### src/rtl/tdm_arb_pkg.sv
package tdm_arb_pkg;
  localparam int DEF_CLIENTS = 14;
  localparam int DEF_SLOTS   = 64;
  localparam int DEF_ENTRY_W = 4;
endpackage

### src/rtl/tdm_slot_store.sv
module tdm_slot_store #(
  parameter int SLOTS   = tdm_arb_pkg::DEF_SLOTS,
  parameter int ENTRY_W = tdm_arb_pkg::DEF_ENTRY_W,
  localparam int IDX_W  = $clog2(SLOTS)
) (
  input  logic               clk,
  input  logic               rst_n,
  input  logic               wr_en,
  input  logic [IDX_W-1:0]   wr_idx,
  input  logic [ENTRY_W-1:0] wr_data,
  input  logic [IDX_W-1:0]   rd_idx,
  output logic [ENTRY_W-1:0] rd_data
);
  localparam logic [ENTRY_W-1:0] UNOWNED = '1;

  logic [ENTRY_W-1:0] entries [SLOTS];

  always_ff @(posedge clk or negedge rst_n) begin
    if (!rst_n) begin
      for (int s = 0; s < SLOTS; s++) entries[s] <= UNOWNED;
    end else if (wr_en) begin
      entries[wr_idx] <= wr_data;
    end
  end

  assign rd_data = entries[rd_idx];

  assert_write_lands_R7: assert property (@(posedge clk) disable iff (!rst_n)
    wr_en |=> (entries[$past(wr_idx)] == $past(wr_data)));
endmodule

### src/rtl/tdm_slot_pointer.sv
module tdm_slot_pointer #(
  parameter int SLOTS  = tdm_arb_pkg::DEF_SLOTS,
  localparam int IDX_W = $clog2(SLOTS)
) (
  input  logic             clk,
  input  logic             rst_n,
  output logic [IDX_W-1:0] ptr
);
  localparam logic [IDX_W-1:0] LAST = IDX_W'(SLOTS - 1);

  always_ff @(posedge clk or negedge rst_n) begin
    if (!rst_n)            ptr <= '0;
    else if (ptr == LAST)  ptr <= '0;
    else                   ptr <= ptr + 1'b1;
  end

  assert_ptr_step_R2: assert property (@(posedge clk) disable iff (!rst_n)
    (ptr != LAST) |=> (ptr == $past(ptr) + 1'b1));
  assert_ptr_wrap_R2: assert property (@(posedge clk) disable iff (!rst_n)
    (ptr == LAST) |=> (ptr == '0));
  assert_ptr_home_R1: assert property (@(posedge clk)
    $rose(rst_n) |-> (ptr == '0));
endmodule

### src/rtl/tdm_grant_decode.sv
module tdm_grant_decode #(
  parameter int CLIENTS = tdm_arb_pkg::DEF_CLIENTS,
  parameter int ENTRY_W = tdm_arb_pkg::DEF_ENTRY_W
) (
  input  logic               clk,
  input  logic               rst_n,
  input  logic [ENTRY_W-1:0] owner,
  input  logic [CLIENTS-1:0] req,
  output logic [CLIENTS-1:0] grant,
  output logic               grant_valid
);
  logic [CLIENTS-1:0] grant_d;

  for (genvar c = 0; c < CLIENTS; c++) begin : g_match
    assign grant_d[c] = (owner == ENTRY_W'(c)) && req[c];
  end

  always_ff @(posedge clk or negedge rst_n) begin
    if (!rst_n) begin
      grant       <= '0;
      grant_valid <= 1'b0;
    end else begin
      grant       <= grant_d;
      grant_valid <= |grant_d;
    end
  end

  assert_grant_onehot_R6: assert property (@(posedge clk) disable iff (!rst_n)
    $onehot0(grant));
  assert_grant_needs_req_R5: assert property (@(posedge clk) disable iff (!rst_n)
    1'b1 |=> ((grant & ~$past(req)) == '0));
  assert_unowned_idle_R4: assert property (@(posedge clk) disable iff (!rst_n)
    (owner >= ENTRY_W'(CLIENTS)) |=> !grant_valid);
endmodule

### src/rtl/tdm_slot_arbiter.sv
module tdm_slot_arbiter #(
  parameter int CLIENTS = tdm_arb_pkg::DEF_CLIENTS,
  parameter int SLOTS   = tdm_arb_pkg::DEF_SLOTS,
  parameter int ENTRY_W = tdm_arb_pkg::DEF_ENTRY_W,
  localparam int IDX_W  = $clog2(SLOTS)
) (
  input  logic               clk,
  input  logic               rst_n,
  input  logic               wr_en,
  input  logic [IDX_W-1:0]   wr_idx,
  input  logic [ENTRY_W-1:0] wr_client,
  input  logic [CLIENTS-1:0] req,
  output logic [CLIENTS-1:0] grant,
  output logic               grant_valid
);
  logic [IDX_W-1:0]   ptr;
  logic [ENTRY_W-1:0] owner;

  tdm_slot_pointer #(.SLOTS(SLOTS)) u_ptr (
    .clk(clk), .rst_n(rst_n), .ptr(ptr)
  );

  tdm_slot_store #(.SLOTS(SLOTS), .ENTRY_W(ENTRY_W)) u_store (
    .clk(clk), .rst_n(rst_n), .wr_en(wr_en), .wr_idx(wr_idx),
    .wr_data(wr_client), .rd_idx(ptr), .rd_data(owner)
  );

  tdm_grant_decode #(.CLIENTS(CLIENTS), .ENTRY_W(ENTRY_W)) u_dec (
    .clk(clk), .rst_n(rst_n), .owner(owner), .req(req),
    .grant(grant), .grant_valid(grant_valid)
  );

  assert_valid_tracks_grant_R6: assert property (@(posedge clk) disable iff (!rst_n)
    grant_valid == (grant != '0));
endmodule

### config.mk
export PLATFORM = sky130hd
export DESIGN_NAME = tdm_slot_arbiter
export DESIGN_NICKNAME = d
export VERILOG_FILES = /design/src/rtl/tdm_arb_pkg.sv /design/src/rtl/tdm_slot_store.sv /design/src/rtl/tdm_slot_pointer.sv /design/src/rtl/tdm_grant_decode.sv /design/src/rtl/tdm_slot_arbiter.sv
export SDC_FILE = /design/constraint.sdc
export NUM_CORES = 1
export LEC_CHECK = 0
export CELL_PAD_IN_SITES_DETAIL_PLACEMENT = 0
export CELL_PAD_IN_SITES_GLOBAL_PLACEMENT = 1
export CORE_ASPECT_RATIO = 0.5
export CORE_MARGIN = 2
export CORE_UTILIZATION = 40
export CTS_BUF_LIST = sky130_fd_sc_hd__clkbuf_16
export CTS_CLUSTER_SIZE = 20
export DETAILED_ROUTE_END_ITERATION = 16
export DONT_BUFFER_PORTS = 1
export PLACE_DENSITY = 0.59
export SKIP_CTS_REPAIR_TIMING = 1
export SYNTH_ARGS = -nofsm -noshare
export SYNTH_HDL_FRONTEND = slang
export SYNTH_HIERARCHICAL = 1
export SYNTH_SLANG_ARGS = --single-unit
### constraint.sdc
create_clock -name clk -period 3.7 [get_ports clk]
set_input_delay 0.185 -clock clk [delete_from_list [all_inputs] [get_ports clk]]
set_output_delay 0.185 -clock clk [all_outputs]
set_load 0.05 [all_outputs]
* Word-level counts from Yosys, hierarchy flattened
Index checks and enable logic that the tools add are counted.
Operators by class: multiplexer cells 7, eq/ne operators 14, $add $sub $neg 1, reductions and logical operators 17, order comparisons 3, bitwise logic cells 2
Operators with widths (count):
- $bwmux W256 | 1
- $bmux W4 S6 | 1
- $demux W4 S6 | 1
- $eq A4 B4 Y1 const B | 6
- $eq A4 B3 Y1 const B | 4
- $logic_and A1 B1 Y1 | 15
- $ge A7 B7 Y1 const B | 2
- $not A6 Y7 | 2
- $reduce_or A14 Y1 | 1
- $mux W4 | 3
- $eq A4 B2 Y1 const B | 2
- $lt A7 B1 Y1 const B | 1
- $add A6 B1 Y6 const B | 1
- $eq A6 B6 Y1 const B | 1
- $mux W6 | 1
- $eq A4 B1 Y1 const B | 1
- $logic_not A4 Y1 | 1
Storage, ports and cells: logic and storage cells 111, output and inout port bits 15, input port bits 27, bits in registers 277

* Depth between registers and ports, before layout
word-level depth 7, gate-level depth with buffers 13, depth with buffers taken out 9

* Modules after synthesis
Netlist, hierarchy kept.
Modules (own cells, without submodules):
- tdm_slot_store | cells each 797, area an instance 12310.6 um2, seq. area each 6726.5 um2, times used 1
- tdm_grant_decode | cells each 56, area an instance 670.6 um2, seq. area each 375.4 um2, times used 1
- tdm_slot_pointer | cells each 21, area an instance 251.5 um2, seq. area each 150.1 um2, times used 1

* Worst setup path after synthesis
OpenSTA, ideal clock, no wires.
kind reg-to-reg, start point reg u_ptr.ptr[0], end point reg u_dec.grant_valid, data required time 3570 ps, arrival 2644 ps, setup slack 926 ps, stages on the path, launching flop included 10, clock period less this slack 2774 ps, path buffers 2, path through dfrtp_1 > buf_2 > buf_2 > mux4_2 > o311ai_0 > nand3_1 > and2_1 > a22o_1 > a32oi_1 > nand3_1
On the way: word-level cells in the longest chain between the ends 7, elaborated cells on any way between the ends 33
RTL lines:
- from (decl) | line tdm_slot_pointer.sv:7 | output logic [IDX_W-1:0] ptr
- from (signal assigned) | line tdm_slot_pointer.sv:14 | else ptr <= ptr + 1'b1;
- $not A6 Y7 (implied by the code) (*) | line tdm_slot_store.sv:26 | assign rd_data = entries[rd_idx];
- $bmux W4 S6 (*) | line tdm_slot_store.sv:26
- $mux W4 (implied by the code) (*) (2 in series) | line tdm_slot_store.sv:26
- named net owner[1] | line tdm_slot_arbiter.sv:17 | logic [ENTRY_W-1:0] owner;
- $eq A4 B1 Y1, or another cell as far along | line tdm_grant_decode.sv:15 | assign grant_d[c] = (owner == ENTRY_W'(c)) && req[c];
- $logic_and A1 B1 Y1 | line tdm_grant_decode.sv:15
- $reduce_or A14 Y1 (*) | line tdm_grant_decode.sv:24 | grant_valid <= |grant_d;
- to (signal assigned) | line tdm_grant_decode.sv:24
- to (decl) | line tdm_grant_decode.sv:10 | output logic grant_valid
The timed path passes the listed nets; every way through them passes the cells marked *. The select of a mux whose other input is x is not followed. A chain may end at the register's enable or synchronous reset.

* Final worst setup path
Ends and elaborated chain as after synthesis.

==> qor.yml <==
sta:
  skew_ps: 12.2
  fin_crit_ps: 3540
  setup_tns_ps: 0
  rsz0062_at_grt: "false"
  max_clock_freq_ghz: 0.282
  period_share_pct: 95.7
  timing_hold_violations_final: 277
  fin_hold_ws_ps: -669
  tightest_slew_ps: 961
  maxSlewHeadroom_pct: 35.8
  finalSetupViolCount: 0
  drv_slew: 0
grt:
  grt_pass1_wl_um: 50400
  grt_pass1_vias: 7903
  overflow: 0
  antenna_found_initial: 0
  grt_start_max_net_pins: 278
  grt_use_total_pct: 19.3
logic_synthesis:
  synth-edff-count: 0
  netlist_area_sq_um: 13200
  synth_nets: 902
  syn_avg_cell_area_sq_um: 15.1
  synthTopCellsByArea: "dfstp_2, mux2_2, mux4_2"
  yosysTopAreaCellShare_pct: 50.8
  async_reset_ff_share_pct: 100
  yosysUniqueCellTypes: 50
  synth_flop_cell: "dfstp_2"
  ys_seq_area_share_pct: 54.8
  synth_top_area_cell: "dfstp_2"
  ys_warn_count: 6
  yosysMostFrequentCell: "mux2_2"
  yosys-top-cells-count: "mux2_2, dfstp_2, mux4_2"
  synth_seq_cells: 277
  syn_inst: 874
critical_path:
  critPathMaxStageDelay_ps: 740
  cp_max_fo: 15
  worst_ep_arrival_time_ps: 3960
  crit_type: "reg2reg"
  slowest_stage: "nor4_1"
  critPathRequiredTime_ps: 4120
  crit_path_end_kind: "flop"
  path_common_cell: "nand3_1"
  start_kind: "flop"
  crit_chain: "buf_12, mux4_2, o22ai_1, nor4_1, o311ai_0, nand3_1, buf_4, and2b_4, o2bb2ai_1, a22oi_2, nand3_1"
clocking:
  cts_tree: "yes"
  cts_buffer_depth: 3
  h-tree-depth: 1
  cts_root_buf: "clkbuf_16"
  clk_latency_ps: 550
  clkTransAtPathRegs_ps: 70
  cts_buffers: 27
  cts_sinks: 277
hold_path:
  hold_class: "in2async"
flow_run:
  drv_cap: 0
die:
  die_area_sq_um: 34600
  die_h_um: 133
  coreArea_sq_um: 32800
  ios: 42
  die_x_um: 261
  rows: 47
  start_util_pct: 40.3
finish:
  n_antenna_cell: 0
  drive_above_1_share_pct: 72.4
  fillers: 2961
  syn_to_final_growth_pct: 12.6
  nets: 916
routing:
  dr.pass1.iters: 4
  wl_um: 32800
  drc: 0
  wire_per_inst_um: 24.3
  drt-vias-per-instance: 5.59
  dr.first_iter.drc_count: 547
  num_vias: 7547
  drtAntennaViolNets: 0
place:
  io_buffer_count: 0
  routabilityCongestion: 0.776
  dpl.hpwl_um: 21300
pwr:
  power_mw: 7.49
  leakage_nw: 5.90
  p_per_area_nw_per_um2: 503
  ir_drop_uv: 234
run_status:
  status: "finished with violations"
  violations: "negative hold slack"
## cells by family after synthesis
family,synth area share [%]
buffers and inverters,2.15
xor gates and xnor gates,0.132
DFF,54.8
adders and majority gates,0.0945
AOI/OAI and AO/OA,2.17
and+or+nand+nor,6.07
muxes,34.6
## worst paths after layout
path / to / cells after the start / slack, ps / start
min reg2reg: u_store/entries[38] / 1 / 620 / u_store/entries[38]
max in group asynchronous: u_ptr/ptr[1] / 0 / 3570 / rst_n
min: u_dec/grant[5] / 0 / -670 / rst_n
max: u_dec/grant_valid / 11 / 160 / u_ptr/ptr[0]
min in group clk: u_dec/grant_valid / 4 / 0 / req[6]
max reg2reg: u_dec/grant_valid / 11 / 160 / u_ptr/ptr[0]
## metal layers
layer  track usage, %  wire (um)
met1             28.8      15700
met2             28.9      14600
met3             4.39       2000
met4             3.50        529
met5                0          0
## metrics by stage
stage | hold slack, ps | area, sq um | std cells | worst slack [ps] | util (%)
floorplan | -111 | 13200 | 874 | 926 | -
global placement | -105 | 13800 | 1282 | 312 | 42.0
detailed placement | -105 | 13800 | 1282 | 302 | 42.0
CTS | -689 | 14600 | 1331 | 293 | 44.6
global route | -704 | 14900 | 1349 | 42.5 | 45.4
finish | -669 | 14900 | 1349 | 158 | 45.4
## placed cells by master (no fill, tap or decap), types with 3 or more instances in the layout
| cell | synthesis | layout |
|---|---|---|
| nor2_1 | 36 | 36 |
| dfrtp_1 | 21 | 18 |
| clkinv_1 | 0 | 8 |
| nand2_1 | 50 | 50 |
| mux4_1 | 9 | 9 |
| or3b_2 | 4 | 4 |
| nor3_1 | 3 | 3 |
| clkinv_2 | 0 | 5 |
| dfstp_2 | 256 | 256 |
| nor2b_1 | 7 | 7 |
| buf_4 | 5 | 21 |
| nor3b_1 | 3 | 3 |
| nand3_1 | 15 | 15 |
| inv_1 | 0 | 3 |
| mux2i_1 | 12 | 12 |
| mux4_2 | 57 | 57 |
| o22ai_1 | 10 | 10 |
| a211oi_1 | 4 | 4 |
| bufinv_16 | 0 | 4 |
| nand3b_1 | 5 | 5 |
| dlygate4sd3_1 | 0 | 14 |
| mux2_2 | 258 | 258 |
| and3_1 | 15 | 15 |
| nor4_1 | 5 | 5 |
| buf_12 | 1 | 5 |
| clkbuf_16 | 0 | 27 |
| o21ai_0 | 7 | 7 |
| o311ai_0 | 6 | 6 |
| buf_16 | 0 | 4 |
## worst max-delay path, delay by kind of cell (launching register included)
kind	cells	cell delay, ps
AND/OR/NAND/NOR	4	1290
multiplexers	1	340
buffers and inverters	2	410
flip-flops	1	620
AO/OA/AOI/OAI	4	740
## where the power goes
group          switching (mW)  internal, mW  leakage [nW]  total [mW]
clock                    1.19          1.60         0.438        2.79
sequential              0.232          3.68          2.93        3.92
combinational           0.287         0.495          2.53       0.782
## area by class of cell
class                           count  area (sq um)  share of cell area, %
Clock buffer                       27           676                   4.54
Clock inverter                     22           201                   1.35
Multi-Input combinational cell    538          5700                   38.2
Sequential cell                   277          7260                   48.7
Tap cell                          441           552                   3.70
Timing Repair Buffer               44           508                   3.41
## sequential cells by signal, indices dropped and copies added (netlist names)
name / count
u_dec/grant_valid: 1
u_store/entries: 256
u_dec/grant: 14
u_ptr/ptr: 6
Power figures use the tool's default switching activity.
